**src/rtl/prsc_pkg.sv**
```systemverilog
package prsc_pkg;
    localparam int RATE_W = 3;
    localparam int CFG_W  = 8;

    typedef struct packed {
        logic              edge_sel;
        logic              spare6;
        logic              src_sel;
        logic              spare4;
        logic              to_wdt;
        logic [RATE_W-1:0] rate;
    } cfg_t;
endpackage

```
**src/rtl/prsc_cfg_reg.sv**
```systemverilog
module prsc_cfg_reg
    import prsc_pkg::*;
(
    input  logic             clk,
    input  logic             rst_n,
    input  logic             we,
    input  logic [CFG_W-1:0] wdata,
    output cfg_t             cfg
);
    typedef struct packed {
        cfg_t val;
    } st_t;

    st_t st_d, st_q;

    always_comb begin
        st_d = st_q;
        if (we) begin
            st_d.val = cfg_t'(wdata);
        end
    end

    always_ff @(posedge clk) begin
        if (!rst_n) begin
            st_q <= '0;
        end else begin
            st_q <= st_d;
        end
    end

    assign cfg = st_q.val;
endmodule

```
**src/rtl/prsc_divider.sv**
```systemverilog
module prsc_divider #(
    parameter int RATE_W = 3,
    localparam int CNT_W = 2 ** RATE_W,
    localparam int LOG_W = RATE_W + 1
) (
    input  logic             clk,
    input  logic             rst_n,
    input  logic             count_en,
    input  logic             clear,
    input  logic [LOG_W-1:0] div_log2,
    output logic             hit
);
    typedef struct packed {
        logic [CNT_W-1:0] cnt;
    } st_t;

    st_t              st_d, st_q;
    logic [CNT_W-1:0] mask;

    for (genvar g = 0; g < CNT_W; g++) begin : g_mask
        assign mask[g] = (LOG_W'(g) < div_log2);
    end

    always_comb begin
        st_d = st_q;
        hit  = 1'b0;
        if (clear) begin
            st_d.cnt = '0;
        end else if (count_en) begin
            st_d.cnt = st_q.cnt + 1'b1;
            hit      = ((st_q.cnt & mask) == mask);
        end
    end

    always_ff @(posedge clk) begin
        if (!rst_n) begin
            st_q <= '0;
        end else begin
            st_q <= st_d;
        end
    end
endmodule

```
**src/rtl/prsc_route.sv**
```systemverilog
module prsc_route (
    input  logic clk,
    input  logic rst_n,
    input  logic clk_en,
    input  logic hit,
    input  logic to_wdt,
    output logic tmr_tick,
    output logic wdt_tick
);
    typedef struct packed {
        logic tmr;
        logic wdt;
    } st_t;

    st_t st_d, st_q;

    always_comb begin
        st_d = '0;
        if (to_wdt) begin
            st_d.tmr = clk_en;
            st_d.wdt = hit;
        end else begin
            st_d.tmr = hit;
            st_d.wdt = clk_en;
        end
    end

    always_ff @(posedge clk) begin
        if (!rst_n) begin
            st_q <= '0;
        end else begin
            st_q <= st_d;
        end
    end

    assign tmr_tick = st_q.tmr;
    assign wdt_tick = st_q.wdt;
endmodule

```
**src/rtl/prsc_shared.sv**
```systemverilog
module prsc_shared
    import prsc_pkg::*;
(
    input  logic             clk,
    input  logic             rst_n,
    input  logic             clk_en,
    input  logic             cfg_we,
    input  logic [CFG_W-1:0] cfg_wdata,
    output logic [CFG_W-1:0] cfg_q,
    output logic             tmr_tick,
    output logic             wdt_tick
);
    localparam int LOG_W = RATE_W + 1;

    cfg_t             cfg;
    logic [LOG_W-1:0] div_log2;
    logic             hit;

    prsc_cfg_reg u_cfg (
        .clk   (clk),
        .rst_n (rst_n),
        .we    (cfg_we),
        .wdata (cfg_wdata),
        .cfg   (cfg)
    );

    always_comb begin
        if (cfg.to_wdt) begin
            div_log2 = {1'b0, cfg.rate};
        end else begin
            div_log2 = {1'b0, cfg.rate} + 1'b1;
        end
    end

    prsc_divider #(.RATE_W(RATE_W)) u_div (
        .clk      (clk),
        .rst_n    (rst_n),
        .count_en (clk_en),
        .clear    (cfg_we),
        .div_log2 (div_log2),
        .hit      (hit)
    );

    prsc_route u_route (
        .clk      (clk),
        .rst_n    (rst_n),
        .clk_en   (clk_en),
        .hit      (hit),
        .to_wdt   (cfg.to_wdt),
        .tmr_tick (tmr_tick),
        .wdt_tick (wdt_tick)
    );

    assign cfg_q = cfg;
endmodule

```
**config.mk**
```make
export PLATFORM = sky130hd
export DESIGN_NAME = prsc_shared
export DESIGN_NICKNAME = d
export VERILOG_FILES = /design/src/rtl/prsc_pkg.sv /design/src/rtl/prsc_cfg_reg.sv /design/src/rtl/prsc_divider.sv /design/src/rtl/prsc_route.sv /design/src/rtl/prsc_shared.sv
export SDC_FILE = /design/constraint.sdc
export NUM_CORES = 1
export LEC_CHECK = 0
export CELL_PAD_IN_SITES_DETAIL_PLACEMENT = 1
export CELL_PAD_IN_SITES_GLOBAL_PLACEMENT = 1
export CORE_AREA = 10 10 63 65
export DETAILED_ROUTE_END_ITERATION = 10
export DIE_AREA = 0 0 73 75
export PLACE_DENSITY = 0.7
export SLEW_MARGIN = 20
export SYNTH_ARGS = -nofsm -noshare
export SYNTH_HDL_FRONTEND = slang
export SYNTH_SLANG_ARGS = --single-unit
```
**constraint.sdc**
```tcl
create_clock -name clk -period 1.8 [get_ports clk]
set_input_delay 0.36 -clock clk [delete_from_list [all_inputs] [get_ports clk]]
set_output_delay 0.36 -clock clk [all_outputs]
set_load 0.03 [all_outputs]
```
==> results of run 1 <==
==> layer usage <==
| layer | up-vias | global-route usage, % | share of wire (%) |
|---|---|---|---|
| met5 | - | 0 | 0 |
| met4 | 0 | 4.85 | 0.94 |
| met3 | 4 | 3.42 | 5.6 |
| met2 | 17 | 14.7 | 49 |
| met1 | 397 | 11.0 | 44 |
| li1 | 404 | - | - |
==> cell families after synthesis <==
kind of cell               count (synthesis)  synth area share (%)
AOI/OAI and AO/OA                         15                  13.1
xor gates and xnor gates                   5                  4.64
muxes                                     11                  11.7
and+or+nand+nor                           39                  23.8
DFF                                       18                  38.1
buffers and inverters                      9                  5.96
adders and majority gates                  2                  2.65
==> where the power goes <==
part | total [uW] | switching (uW) | leakage [uW] | internal, uW
Clock | 197 | 119 | 0.0000138 | 77.8
Sequential | 424 | 11.3 | 0.000147 | 413
Combinational | 179 | 90.0 | 0.000305 | 89.4
==> metrics by stage <==
stage | hold slack (ns) | power (uW)
global route | 0.577 | 851
detailed placement | 0.509 | 616
CTS | 0.531 | 816
finish | 0.525 | 801
global placement | 0.498 | 613
floorplan | 0.485 | 541
==> what timing repair did <==
item | 4_1_cts | 5_1_grt
hold buffers | 0 | 0
resized for setup | 3 | 0
setup endpoints to repair | 3 | 0
==> synthesized netlist by cell type (all sizes together) (2+ instances only) <==
library cell	n
nand4	4
a21oi	2
mux2i	11
nand2	4
xnor2	2
nor3b	2
buf	6
nand3	3
or3	2
clkbuf	2
nor2	8
o21ai	3
a211oi	2
nor2b	9
ha	2
nand2b	3
dfxtp	18
xor2	3
==> path summary, 6_finish.rpt <==
path | start | endpoint | slack (ns)
worst min-delay path | u_cfg.cfg[4]$_SDFFE_PN0P_ | u_cfg.cfg[4]$_SDFFE_PN0P_ | 0.52
worst max-delay path | u_cfg.cfg[4]$_SDFFE_PN0P_ | cfg_q[4] | 0.13
worst max register to register | u_cfg.cfg[0]$_SDFFE_PN0P_ | u_route.wdt_tick$_SDFF_PN0_ | 0.16
worst min register to register | u_cfg.cfg[4]$_SDFFE_PN0P_ | u_cfg.cfg[4]$_SDFFE_PN0P_ | 0.52
==> flip-flops by register name, summed over array words and instances (netlist names) <==
register          cells
u_div.st_q            8
u_route.wdt_tick      1
u_cfg.cfg             8
u_route.tmr_tick      1
==> cell type report <==
type | count | area share, %
timing repair buffer | 30 | 22.3
inverter | 1 | 0.306
tap | 31 | 3.16
sequential | 18 | 29.4
multi-input combinational | 72 | 43.0
clock buffer | 3 | 1.83
==> metrics.txt, run 1 <==
first-pass GRT wire length=4130 um; Post-CTS Setup Bufs=0; Setup Skew=about 0.0023 ns; register area=between 300 and 400 um2; Non-Filler Cell Area, Final=roughly 1200 um2; area delta synth->final=29.9%; slowest stage cell, crit path=clkdlybuf4s50_1; Gate Count Post-Synth=99; DRC=0; worst reg2reg path depth=5; dominant cell type by area after synthesis=dfxtp_1; status=complete, no violations; Critical Path Start Type=flip-flop; Finish-stage setup viols=0; Placement Cell Area=roughly 1200 um2; Setup WS post-layout=around 0.13 ns; multi-input logic area=around 530 um2; worst relative slew slack=~69%; Crit Path Class=reg -> out; Die H=about 75 um; Warnings, synthesis=0; Fin. Hold Viols=0; share of post-route cells with drive strength above 1=between 10% and 20%; unrepaired setup endpoints after global routing=false; top_reg_cell synth=dfxtp_1; CTS tree=yes; H-tree Lvls=1; Core Area=approximately 2700 um2; syn avg cell area=about 9.5 um2; Initial Util=between 30% and 40%; Static Leak=between 0.0004 and 0.0005 uW; routed len/inst=around 16 um; top-area cell type share of the netlist area=38.1%; maximum vdd ir drop=roughly 0.00046 V; largest net degree at the start of global routing=11; Worst Setup End Kind=output pin; share of the yosys chip area belonging to registers=between 30% and 40%; Hold Path Stages=2; Routed Antenna Nets=0; FMAX=~600 MHz; vias per cell=5.30; final WL=around 2400 um; DP HPWL=1920 um; fin crit share=between 90% and 100%; vias=around 820; post-route minimum period=1.67 ns; worst endpoint required time=1.44 ns; NumNets Final=140; Finished Layout Cells=~160; CTS root buf=clkbuf_4; Buf+Inv Stages, Crit Path=1; clock sinks=18; IO buf count=21; fin util=45.3%; Filler cells=between 300 and 400; GRT Util Overall=a little under a tenth; post-synthesis net count=around 110; CP Cell Sequence=clkdlybuf4s50_1; Final Max Tran Viols=0; fraction of registers with async set/reset=0%; Clock Pin Slew Worst Setup and Hold Paths=~0.10 ns; DRT Pass-1 Iters=4; Setup TNS Final=0 ns; clock latency on the worst-skew pair=approximately 0.29 ns; Placed Cells=around 150; dpl ws=-0.0200 ns; worst slew pin tran=around 0.47 ns; CTS Buffer Depth=2; Mapped Area=between 900 and 1000 um2; Unique masters post-synth=33; Die Area=~5500 um2; most frequent cells in the layout=clkdlybuf4s50_1 (18), dfxtp_1 (18), mux2i_1 (11); worst hold-check path type=reg -> reg; max-cap viol count=0; Crit. path cell count=1; EDFF count, synth=0; Power per Cell Area=between 600 and 700 nW/um2; antenna violations before repair=0; initial DRC count=25; Inserted Clock Buffers=3; Synth Register Bits=18; worst-path fanout max=2; die width=~73 um; vias in the first global route=about 900; max incr delay on CP=about 0.68 ns; RePlAce Congestion=0.743; Arrival @ worst endpoint=approximately 1.3 ns; synth top area cells=dfxtp_1 (38%), mux2i_1 (12%), nor2b_1 (6.0%); Top Ports=22; Rows=19; total grt overflow=0; dominant delay contributor by cell family on the critical path=buffers and inverters; Ant. Diodes=0
No activity file was read; power rests on OpenSTA's default activity.
==> run 2: changes to the inputs <==
Settings changed: CORE_AREA 10 10 63 65 to 2 2 55 57, DIE_AREA 0 0 73 75 to 0 0 57 59, RECOVER_POWER from default to 50.
==> metrics.txt, run 2 (same netlist as run 1, synthesis figures left out) <==
final WL=2360 um (-3.2%); worst-path fanout max=2 (unchanged); first-pass GRT wire length=3930 um (-4.8%); Min Hold Slack=0.530 ns (+0.00510 ns); worst slew pin tran=0.591 ns (+0.121 ns); largest net degree at the start of global routing=11 (unchanged); Reg2Reg Setup Slack=0.17 ns (about the same); CP Cell Sequence=clkdlybuf4s50_1; commonest non-fill, non-tap cell in the layout=dfxtp_1; worst hold-check path type=reg -> reg; Power per Cell Area=658 nW/um2 (+0.85%); vias in the first global route=900 (+2.0%); worst endpoint required time=1.44 ns (about the same); routed len/inst=15.3 um (-2.6%); unrepaired setup endpoints after global routing=false; max-cap viol count=0 (unchanged); Clock Pin Slew Worst Setup and Hold Paths=0.10 ns (about the same); maximum vdd ir drop=0.000431 V (-5.6%); DRC=0 (unchanged); RePlAce Congestion=0.752 (+1.2%); H-tree Lvls=1 (unchanged); fin util=44.8% (-0.46 points); Core Area=2710 um2 (unchanged); clock sinks=18 (unchanged); status=complete, no violations; CTS Buffer Depth=2 (unchanged); vias per cell=5.31 (about the same); max incr delay on CP=0.68 ns (about the same); Crit Path Class=reg -> out; CTS root buf=clkbuf_4; Setup WS post-layout=0.122 ns (-0.0126 ns); Static Leak=0.000461 uW (-1.1%); NumNets Final=139 (-0.71%); Fin. Hold Viols=0 (unchanged); Finished Layout Cells=154 (-0.65%); worst relative slew slack=60.6% (-8.1 points); area delta synth->final=28.6%; Routed Antenna Nets=0 (unchanged); FMAX=596 MHz (-0.75%); Critical Path Start Type=flip-flop; dpl ws=-0.0375 ns (-0.0175 ns); DRT Pass-1 Iters=3 (-1); die width=57 um (-22%); IO buf count=21 (unchanged); Initial Util=34.9% (unchanged); DP HPWL=1820 um (-5.4%); most frequent cells in the layout=dfxtp_1 (18), clkdlybuf4s50_1 (17), mux2i_1 (11); Die H=59 um (-21%); Setup Skew=0.00145 ns (-0.000884 ns); initial DRC count=9 (-64%); Die Area=3360 um2 (-39%); GRT Util Overall=15.5% (+6.1 points); Buf+Inv Stages, Crit Path=1 (unchanged); Ant. Diodes=0 (unchanged); CTS tree=yes; Final Max Tran Viols=0 (unchanged); post-route minimum period=1.68 ns (+0.0126 ns); Rows=19 (unchanged); antenna violations before repair=0 (unchanged); Arrival @ worst endpoint=1.32 ns (about the same); Finish-stage setup viols=0 (unchanged); share of post-route cells with drive strength above 1=11.4% (-1.5 points); fin crit share=93.2% (+0.70 points); vias=817 (-0.61%); slowest stage cell, crit path=clkdlybuf4s50_1; Worst Setup End Kind=output pin; Inserted Clock Buffers=3 (unchanged); total grt overflow=0 (unchanged); dominant delay contributor by cell family on the critical path=buffers and inverters; clock latency on the worst-skew pair=0.29 ns (about the same); Placed Cells=151 (-0.66%); Top Ports=22 (unchanged)
## run 2: cell type report
class                           instances  area, um2
Clock buffer                            3       22.5
Fill cell                             334       1500
Inverter                                1       3.75
Multi-Input combinational cell         72        528
Sequential cell                        18        360
Tap cell                               31       38.8
Timing Repair Buffer                   29        262
## run 2: metrics by stage
step                      total power [uW]  cell area [um2]  TNS (ns)
final                                  800             1210         0
after global routing                   841             1210         0
after CTS                              816             1220         0
after detailed placement               614             1200   -0.0375
after global placement                 610             1200         0
after floorplan                        541              945         0
## run 2: path summary, 6_finish.rpt
check / start / endpoint / depth (start not counted)
worst max-delay path: u_cfg.cfg[6]$_SDFFE_PN0P_ / cfg_q[6] / 1
worst min-delay path: u_cfg.cfg[4]$_SDFFE_PN0P_ / u_cfg.cfg[4]$_SDFFE_PN0P_ / 2
worst max register to register: u_cfg.cfg[0]$_SDFFE_PN0P_ / u_route.wdt_tick$_SDFF_PN0_ / 5
worst min register to register: u_cfg.cfg[4]$_SDFFE_PN0P_ / u_cfg.cfg[4]$_SDFFE_PN0P_ / 2
## run 2: metal layers
metal  GRT usage (%)  vias to the layer above  wire, um
met1            18.0                      396      1060
met5               0                        -         0
met4            10.3                        0        68
met3            2.84                        6        61
li1                -                      401         -
met2            26.3                       14      1160
## run 2: repair_timing
action / 4_1_cts / 5_1_grt
gates resized for setup: 4 / 0
endpoints found under the setup margin: 4 / 0
setup buffers: 0 / 0
hold buffers: 0 / 0
## run 2: power breakdown
part | internal [uW] | leakage [uW] | total (uW) | switching (uW)
registers | 413 | 0.000147 | 427 | 14.1
clock network | 78.0 | 0.0000138 | 201 | 123
logic | 85.9 | 0.000300 | 171 | 85.2
## run 2: worst register-to-register path: cells and delay by family (launching register included)
family          cells  cell delay, ns
fa+ha+maj           1            0.34
simple gates        2            0.55
compound gates      2            0.30
flops               1            0.33
